--- config.mk ---
export PLATFORM = sky130hd
export DESIGN_NAME = bincnt_chain
export DESIGN_NICKNAME = d
export VERILOG_FILES = /design/src/rtl/bincnt_pkg.sv /design/src/rtl/bincnt_ctrl.sv /design/src/rtl/bincnt_dp.sv /design/src/rtl/bincnt_stage.sv /design/src/rtl/bincnt_chain.sv
export SDC_FILE = /design/constraint.sdc
export NUM_CORES = 1
export LEC_CHECK = 0
export BUFFER_PORTS_ARGS = -buffer_cell sky130_fd_sc_hd__buf_4
export CAP_MARGIN = 20
export CORE_AREA = 2 2 39 41
export CTS_BUF_LIST = sky130_fd_sc_hd__clkbuf_16
export DETAILED_ROUTE_END_ITERATION = 6
export DIE_AREA = 0 0 41 43
export PLACE_DENSITY = 0.57
export SKIP_LAST_GASP = 1
export SLEW_MARGIN = 20
export SYNTH_ARGS = -nofsm -noshare
export SYNTH_HDL_FRONTEND = slang
export SYNTH_SLANG_ARGS = --single-unit
--- constraint.sdc ---
create_clock -name clk -period 3 [get_ports clk]
set_clock_uncertainty 0.2 [all_clocks]
set_input_delay 0.45 -clock clk [delete_from_list [all_inputs] [get_ports clk]]
set_output_delay 0.45 -clock clk [all_outputs]
set_load 0.05 [all_outputs]
--- src/rtl/bincnt_pkg.sv ---
package bincnt_pkg;
  // Strobes from the per-stage control to the per-stage datapath.
  // At most one strobe is high; none high means hold.
  typedef struct packed {
    logic doClear;
    logic doLoad;
    logic doCount;
  } stageCmd_t;
endpackage

--- src/rtl/bincnt_ctrl.sv ---
module bincnt_ctrl
  import bincnt_pkg::*;
(
  input  logic      clearN,
  input  logic      loadN,
  input  logic      enP,
  input  logic      enT,
  output stageCmd_t cmd
);
  // Fixed priority: clear, then load, then count.
  always_comb begin
    cmd         = '0;
    cmd.doClear = ~clearN;
    cmd.doLoad  = clearN & ~loadN;
    cmd.doCount = clearN & loadN & enP & enT;
  end
endmodule

--- src/rtl/bincnt_dp.sv ---
module bincnt_dp
  import bincnt_pkg::*;
#(
  parameter int STAGE_W     = 4,
  parameter bit ASYNC_CLEAR = 1'b0
) (
  input  logic               clk,
  input  logic               clearN,
  input  stageCmd_t          cmd,
  input  logic               enT,
  input  logic [STAGE_W-1:0] dataIn,
  output logic [STAGE_W-1:0] count,
  output logic               carry
);
  localparam logic [STAGE_W-1:0] TOP_VAL = '1;

  logic [STAGE_W-1:0] countQ;
  logic [STAGE_W-1:0] countD;
  logic               asyncClr;

  // The asynchronous path is wired to a constant low when the clear is synchronous.
  assign asyncClr = ASYNC_CLEAR ? ~clearN : 1'b0;

  always_comb begin
    if (cmd.doClear)      countD = '0;
    else if (cmd.doLoad)  countD = dataIn;
    else if (cmd.doCount) countD = countQ + 1'b1;
    else                  countD = countQ;
  end

  always_ff @(posedge clk or posedge asyncClr) begin
    if (asyncClr) countQ <= '0;
    else          countQ <= countD;
  end

  // Decoded from register state and a static enable, so no counting glitch.
  assign carry = enT & (countQ == TOP_VAL);
  assign count = countQ;
endmodule

--- src/rtl/bincnt_stage.sv ---
module bincnt_stage
  import bincnt_pkg::*;
#(
  parameter int STAGE_W     = 4,
  parameter bit ASYNC_CLEAR = 1'b0
) (
  input  logic               clk,
  input  logic               clearN,
  input  logic               loadN,
  input  logic               enP,
  input  logic               enT,
  input  logic [STAGE_W-1:0] dataIn,
  output logic [STAGE_W-1:0] count,
  output logic               carry
);
  stageCmd_t cmd;

  bincnt_ctrl u_ctrl (
    .clearN (clearN),
    .loadN  (loadN),
    .enP    (enP),
    .enT    (enT),
    .cmd    (cmd)
  );

  bincnt_dp #(.STAGE_W(STAGE_W), .ASYNC_CLEAR(ASYNC_CLEAR)) u_dp (
    .clk    (clk),
    .clearN (clearN),
    .cmd    (cmd),
    .enT    (enT),
    .dataIn (dataIn),
    .count  (count),
    .carry  (carry)
  );
endmodule

--- src/rtl/bincnt_chain.sv ---
module bincnt_chain #(
  parameter int STAGE_W     = 4,
  parameter int NUM_STAGES  = 2,
  parameter bit ASYNC_CLEAR = 1'b0
) (
  input  logic                          clk,
  input  logic                          clearN,
  input  logic                          loadN,
  input  logic                          enP,
  input  logic                          enT,
  input  logic [STAGE_W*NUM_STAGES-1:0] dataIn,
  output logic [STAGE_W*NUM_STAGES-1:0] count,
  output logic                          carryOut
);
  localparam int TOTAL_W = STAGE_W * NUM_STAGES;

  // tChain[k] is the T enable of stage k; tChain[NUM_STAGES] leaves the chain.
  logic [NUM_STAGES:0] tChain;
  assign tChain[0] = enT;

  for (genvar k = 0; k < NUM_STAGES; k++) begin : g_stage
    bincnt_stage #(.STAGE_W(STAGE_W), .ASYNC_CLEAR(ASYNC_CLEAR)) u_stage (
      .clk    (clk),
      .clearN (clearN),
      .loadN  (loadN),
      .enP    (enP),
      .enT    (tChain[k]),
      .dataIn (dataIn[k*STAGE_W +: STAGE_W]),
      .count  (count[k*STAGE_W +: STAGE_W]),
      .carry  (tChain[k+1])
    );
  end

  assign carryOut = tChain[NUM_STAGES];
endmodule

==> reports/results.ini, run 1 <==
[die]
coreArea_um2=1380
std_cell_rows=14
dieArea_um2=1760
fp.dieW_um=41
dieHeight_um=43
start_util=0.307
ios=22

[synthesis]
synthArstFlopShare=0
synth_cells=52
synth_xor_area_frac=0.0412
yosysTopAreaCell=dfxtp_1
synth.area.mux_share=0
synth.most_common_cell=o21ai_0
synth-edff-count=0
synth.net_count=67
ys_ff_latch=8
synth_ff_type=dfxtp_1
ys_warn_count=0
synth_common_cells=o21ai_0 (9), dfxtp_1 (8), nand3_1 (6)
ys_types=19
synth_top_family_by_area=compound AO/OA/AOI/OAI gates
synth_compound_area_frac=0.253
syn_avg_cell_area_um2=8.18
synth_area_um2=425
ys_seq_area_frac=0.376
synth_top_area_frac=0.376
yosys-top-cells-area=dfxtp_1 (38%), o21ai_0 (11%), nand3_1 (7.1%)
synth-adder-area-share=0.0588
synthSimpleGateAreaFrac=0.244

[finish]
nNetsFinal=92
largest_reg_flops=8
final_util=0.487
drive_gt1_frac=0.360
area_delta_synth_final_pct=58.5
final_area_um2=674
diodes=0

[critical_path]
max_stage_delay_ns=0.38
path_class=reg -> out
cp.arrival_ns=1.32
path_max_fanout=4
crit_chain=ha_1, nand4_1, nor2_1, buf_4
worst_ep_required_time_ns=2.35
crit_slowest_cell=dfxtp_1
crit_buf_inv=1
cp-end-kind=output port
startpoint_type=flip-flop
path_delay_family=flip-flops

[clock_tree]
clk_path_buf_depth=2
cts_setup_buffers=0
clk_pin_slew_ns=0.03
postCtsHoldBufs=0
insertion_delay_ns=0.23
tritoncts=done
cts_resized=0
htree_levels=1
cts-root-buf=clkbuf_16
clock-sinks=8
numCtsBuffers=3

[global_route]
grt_first_pass_wirelength_um=1700
grt_pass1_vias=392
grt_usage=0.146
grt_max_degree=17
antenna_found_initial=0
overflow=0

[place]
globalplace.congestion=0.703
dpl_cell_area_um2=599
portBuffers=21

[timing]
fmaxAchievable_mhz=507
slew_headroom=0.856
hold_viol_final=0
setup-tns-final_ns=0
post-route-min-period_ns=1.97
maxSlewViolCount=0
rsz0062_at_grt=no
worst_pin_slew_ns=0.215
setup_viol=0
min_period_over_period=0.658

[routing]
vias=477
first_pass_iters=4
routed_wl_um=1050
drc=0
wl_per_cell_um=11.6
vias_per_cell=5.24
postRouteAntennaNets=0
drtIter0Drc=8

[hold_path]
hp-class=in -> reg

[pwr]
peakVddDrop_uv=558
p_per_area_nw_per_um2=622
p_leak_nw=0.280

[status]
status=completed

[flow_run]
cap_violations=0

==> cell families (layout without fill, tap and decap cells) <==
kind of cell             Yosys count  count (layout)
XOR/XNOR                           2               2
flip-flops                         8               8
AO/OA/AOI/OAI                     18              18
buffers and inverters              3              26
AND/OR/NAND/NOR                   19              19
adder cells (fa/ha/maj)            2               2
==> cell type report <==
type                    count  area (um2)
well taps                  16        20.0
fillers                   140         709
inverters                   2        7.51
clock buffers               3        75.1
repair buffers             21         158
flip-flops and latches      8         160
multi-input cells          41         254
==> path summary, 6_finish.rpt <==
kind | cells after the start | slack (ns) | endpoint | from
worst max-delay path | 4 | 1.03 | carryOut | g_stage[0].u_stage.u_dp.count[0]$_SDFFE_PN0P_
worst min-delay path | 3 | 0.29 | g_stage[0].u_stage.u_dp.count[2]$_SDFFE_PN0P_ | dataIn[2]
worst max register to register | 4 | 1.31 | g_stage[1].u_stage.u_dp.count[3]$_SDFFE_PN0P_ | g_stage[0].u_stage.u_dp.count[0]$_SDFFE_PN0P_
worst min register to register | 2 | 0.32 | g_stage[1].u_stage.u_dp.count[3]$_SDFFE_PN0P_ | g_stage[1].u_stage.u_dp.count[3]$_SDFFE_PN0P_
==> power by group <==
part / switching, mW / total (mW) / leakage, nW / internal, mW
logic: 0.0466 / 0.0751 / 0.176 / 0.0286
clock network: 0.0490 / 0.220 / 0.0370 / 0.171
registers: 0.00921 / 0.124 / 0.0666 / 0.115
==> cell usage in the layout, fill, tap and decap left out <==
master     instances
a211oi_1           1
a21oi_1            1
a311oi_1           2
a31oi_1            4
buf_4             21
clkbuf_16          3
dfxtp_1            8
ha_1               2
inv_1              2
nand2_1            2
nand3_1            6
nand3_2            1
nand4_1            1
nor2_1             4
o21ai_0            9
o31ai_1            1
or3_1              2
or3_2              2
or4_1              1
xor2_1             2
==> layer usage <==
layer,vias up,track usage,share of wire
li1,244,-,-
met1,213,0.208,0.46
met2,16,0.178,0.44
met3,4,0.0471,0.067
met4,0,0.100,0.028
met5,-,0,0
==> worst reg2reg max path: stages (launching register included) <==
cell and delay [ns]:
dfxtp_1 0.38, ha_1 0.23, nand3_2 0.13, or4_1 0.52
a31oi_1 0.16
==> through the flow <==
step	cells	hold slack (ns)	worst slack (ns)	power, mW
floorplan	52	0.388	0.562	0.169
global placement	88	0.306	1.30	0.201
detailed placement	88	0.315	1.26	0.201
CTS	91	0.299	1.02	0.422
global route	91	0.313	0.969	0.437
finish	91	0.295	1.03	0.420
Power figures use the tool's default switching activity.
==> inputs of run 2 (changes only) <==
Clock period 3 ns to 1.9 ns, I/O delays scaled along.
==> run 2 against run 1 <==
  * Count of clock-buffer cells in the layout unchanged
  * Sequential cell count is the same
  * Sequential share of layout area decreased by 0.24 points
  * Power up 61%
  * Combinational power rose by 57%
  * Clock power rose by 64%
  * Register-to-register slack got worse by 1.1 ns
  * Largest cell class unchanged
  * Critical endpoint unchanged
  * Non-clock buffer count is 1 higher
  * First-iteration DRC count fell by 13%
  * Cell count increased by 1.1%
==> reports/results.ini, run 2 (same netlist as run 1, synthesis figures left out) <==
[clock_tree]
clock-sinks=8  ; unchanged
cts_resized=0  ; unchanged
htree_levels=1  ; unchanged
clk_pin_slew_ns=0.04  ; about the same
numCtsBuffers=3  ; unchanged
insertion_delay_ns=0.23  ; about the same
clk_path_buf_depth=2  ; unchanged
cts-root-buf=clkbuf_16
tritoncts=done

[routing]
vias=474  ; -0.63%
wl_per_cell_um=12.3  ; +6.2%
drc=0  ; unchanged
routed_wl_um=1130  ; +7.4%
vias_per_cell=5.15  ; -1.7%
postRouteAntennaNets=0  ; unchanged
drtIter0Drc=7  ; -1
first_pass_iters=2  ; -2

[place]
dp_hpwl_um=813
place_ws_ns=0.260  ; -1.00 ns
globalplace.congestion=0.663  ; -5.6%
dpl_cell_area_um2=609  ; +1.7%
dp.cells=88  ; unchanged
portBuffers=21  ; unchanged

[finish]
nNetsFinal=93  ; +1.1%
fin_cells=92  ; +1.1%
final_area_um2=692  ; +2.6%
final_util=0.500  ; +0.0127
fillCellCount=145  ; +3.6%
largest_reg_flops=8  ; unchanged
diodes=0  ; unchanged
area_delta_synth_final_pct=62.6
final_common_cell=buf_4
layout_common_cells=buf_4 (22), o21ai_0 (9), nand3_1 (6), dfxtp_1 (6), a31oi_1 (4)
drive_gt1_frac=0.408  ; +0.0479

[timing]
fin_hold_ws_ns=0.125  ; -0.170 ns
worst_pin_slew_ns=0.210  ; -0.00441 ns
fmaxAchievable_mhz=547
slew_headroom=0.859  ; +0.00296
setup-tns-final_ns=0  ; unchanged
min_period_over_period=0.963
maxSlewViolCount=0  ; unchanged
hold_viol_final=0  ; unchanged
post-route-min-period_ns=1.83
setup_viol=0  ; unchanged
finalWorstSetupSlack_ns=0.0703  ; -0.956 ns

[global_route]
grt_first_pass_wirelength_um=1730  ; +1.6%
grt_max_degree=17  ; unchanged
overflow=0  ; unchanged
grt_usage=0.152  ; +0.00589
antenna_found_initial=0  ; unchanged
grt_pass1_vias=407  ; +3.8%

[die]
ios=22  ; unchanged
fp.dieW_um=41  ; unchanged
start_util=0.307  ; unchanged
std_cell_rows=14  ; unchanged
dieArea_um2=1760  ; unchanged
dieHeight_um=43  ; unchanged
coreArea_um2=1380  ; unchanged

[critical_path]
path_max_fanout=4  ; unchanged
cp.arrival_ns=1.34  ; +0.02 ns
worst_ep_required_time_ns=1.41  ; -0.94 ns
startpoint_type=flip-flop
path_class=reg -> out
cp-end-kind=output port

[hold_path]
hp-class=in -> reg

[pwr]
p_per_area_nw_per_um2=976  ; +57%
peakVddDrop_uv=551  ; -1.3%
p_leak_nw=0.284  ; +1.7%
p_total_mw=0.675  ; +61%

[flow_run]
cap_violations=0  ; unchanged

[status]
status=completed

run 2: changes by cell type in the layout (fill, tap and decap cells not counted):
cell / delta
nor2_1: -1
dfxtp_2: +2
nor2_4: +1
buf_4: +1
dfxtp_1: -2
run 2: repair_timing:
item / 4_1_cts / 5_1_grt
hold buffers: 0 / 0
endpoints found under the setup margin: 0 / 1
buffers inserted: 0 / 1
run 2: layout make-up:
class                           count  area (um2)  area share
Clock buffer                        3        75.1       0.108
Multi-Input combinational cell     41         262       0.378
Timing Repair Buffer               22         165       0.239
Sequential cell                     8         163       0.235
Tap cell                           16        20.0      0.0289
Inverter                            2        7.51      0.0108
run 2: path summary, 6_finish.rpt:
path | slack [ns] | depth (start not counted) | start | to
max | 0.07 | 4 | g_stage[0].u_stage.u_dp.count[0]$_SDFFE_PN0P_ | carryOut
min | 0.12 | 3 | dataIn[2] | g_stage[0].u_stage.u_dp.count[2]$_SDFFE_PN0P_
max reg2reg | 0.18 | 5 | g_stage[0].u_stage.u_dp.count[0]$_SDFFE_PN0P_ | g_stage[1].u_stage.u_dp.count[2]$_SDFFE_PN0P_
min reg2reg | 0.30 | 2 | g_stage[0].u_stage.u_dp.count[1]$_SDFFE_PN0P_ | g_stage[0].u_stage.u_dp.count[1]$_SDFFE_PN0P_
run 2: metal layers:
layer | global-route usage | wire length (um) | vias to the layer above
li1 | - | - | 248
met1 | 0.184 | 502 | 205
met2 | 0.197 | 501 | 16
met3 | 0.0995 | 103 | 5
met4 | 0.0800 | 23 | 0
met5 | 0 | 0 | -
run 2: power by group:
part	switching [mW]	total (mW)	internal, mW
Sequential	0.0148	0.197	0.182
Combinational	0.0733	0.118	0.0449
Clock	0.0883	0.360	0.272
run 2: critical path: stages, from the launching register on:
cell and delay (ns):
dfxtp_2 0.35, ha_1 0.22, nand4_1 0.20, nor2_4 0.14
buf_4 0.19
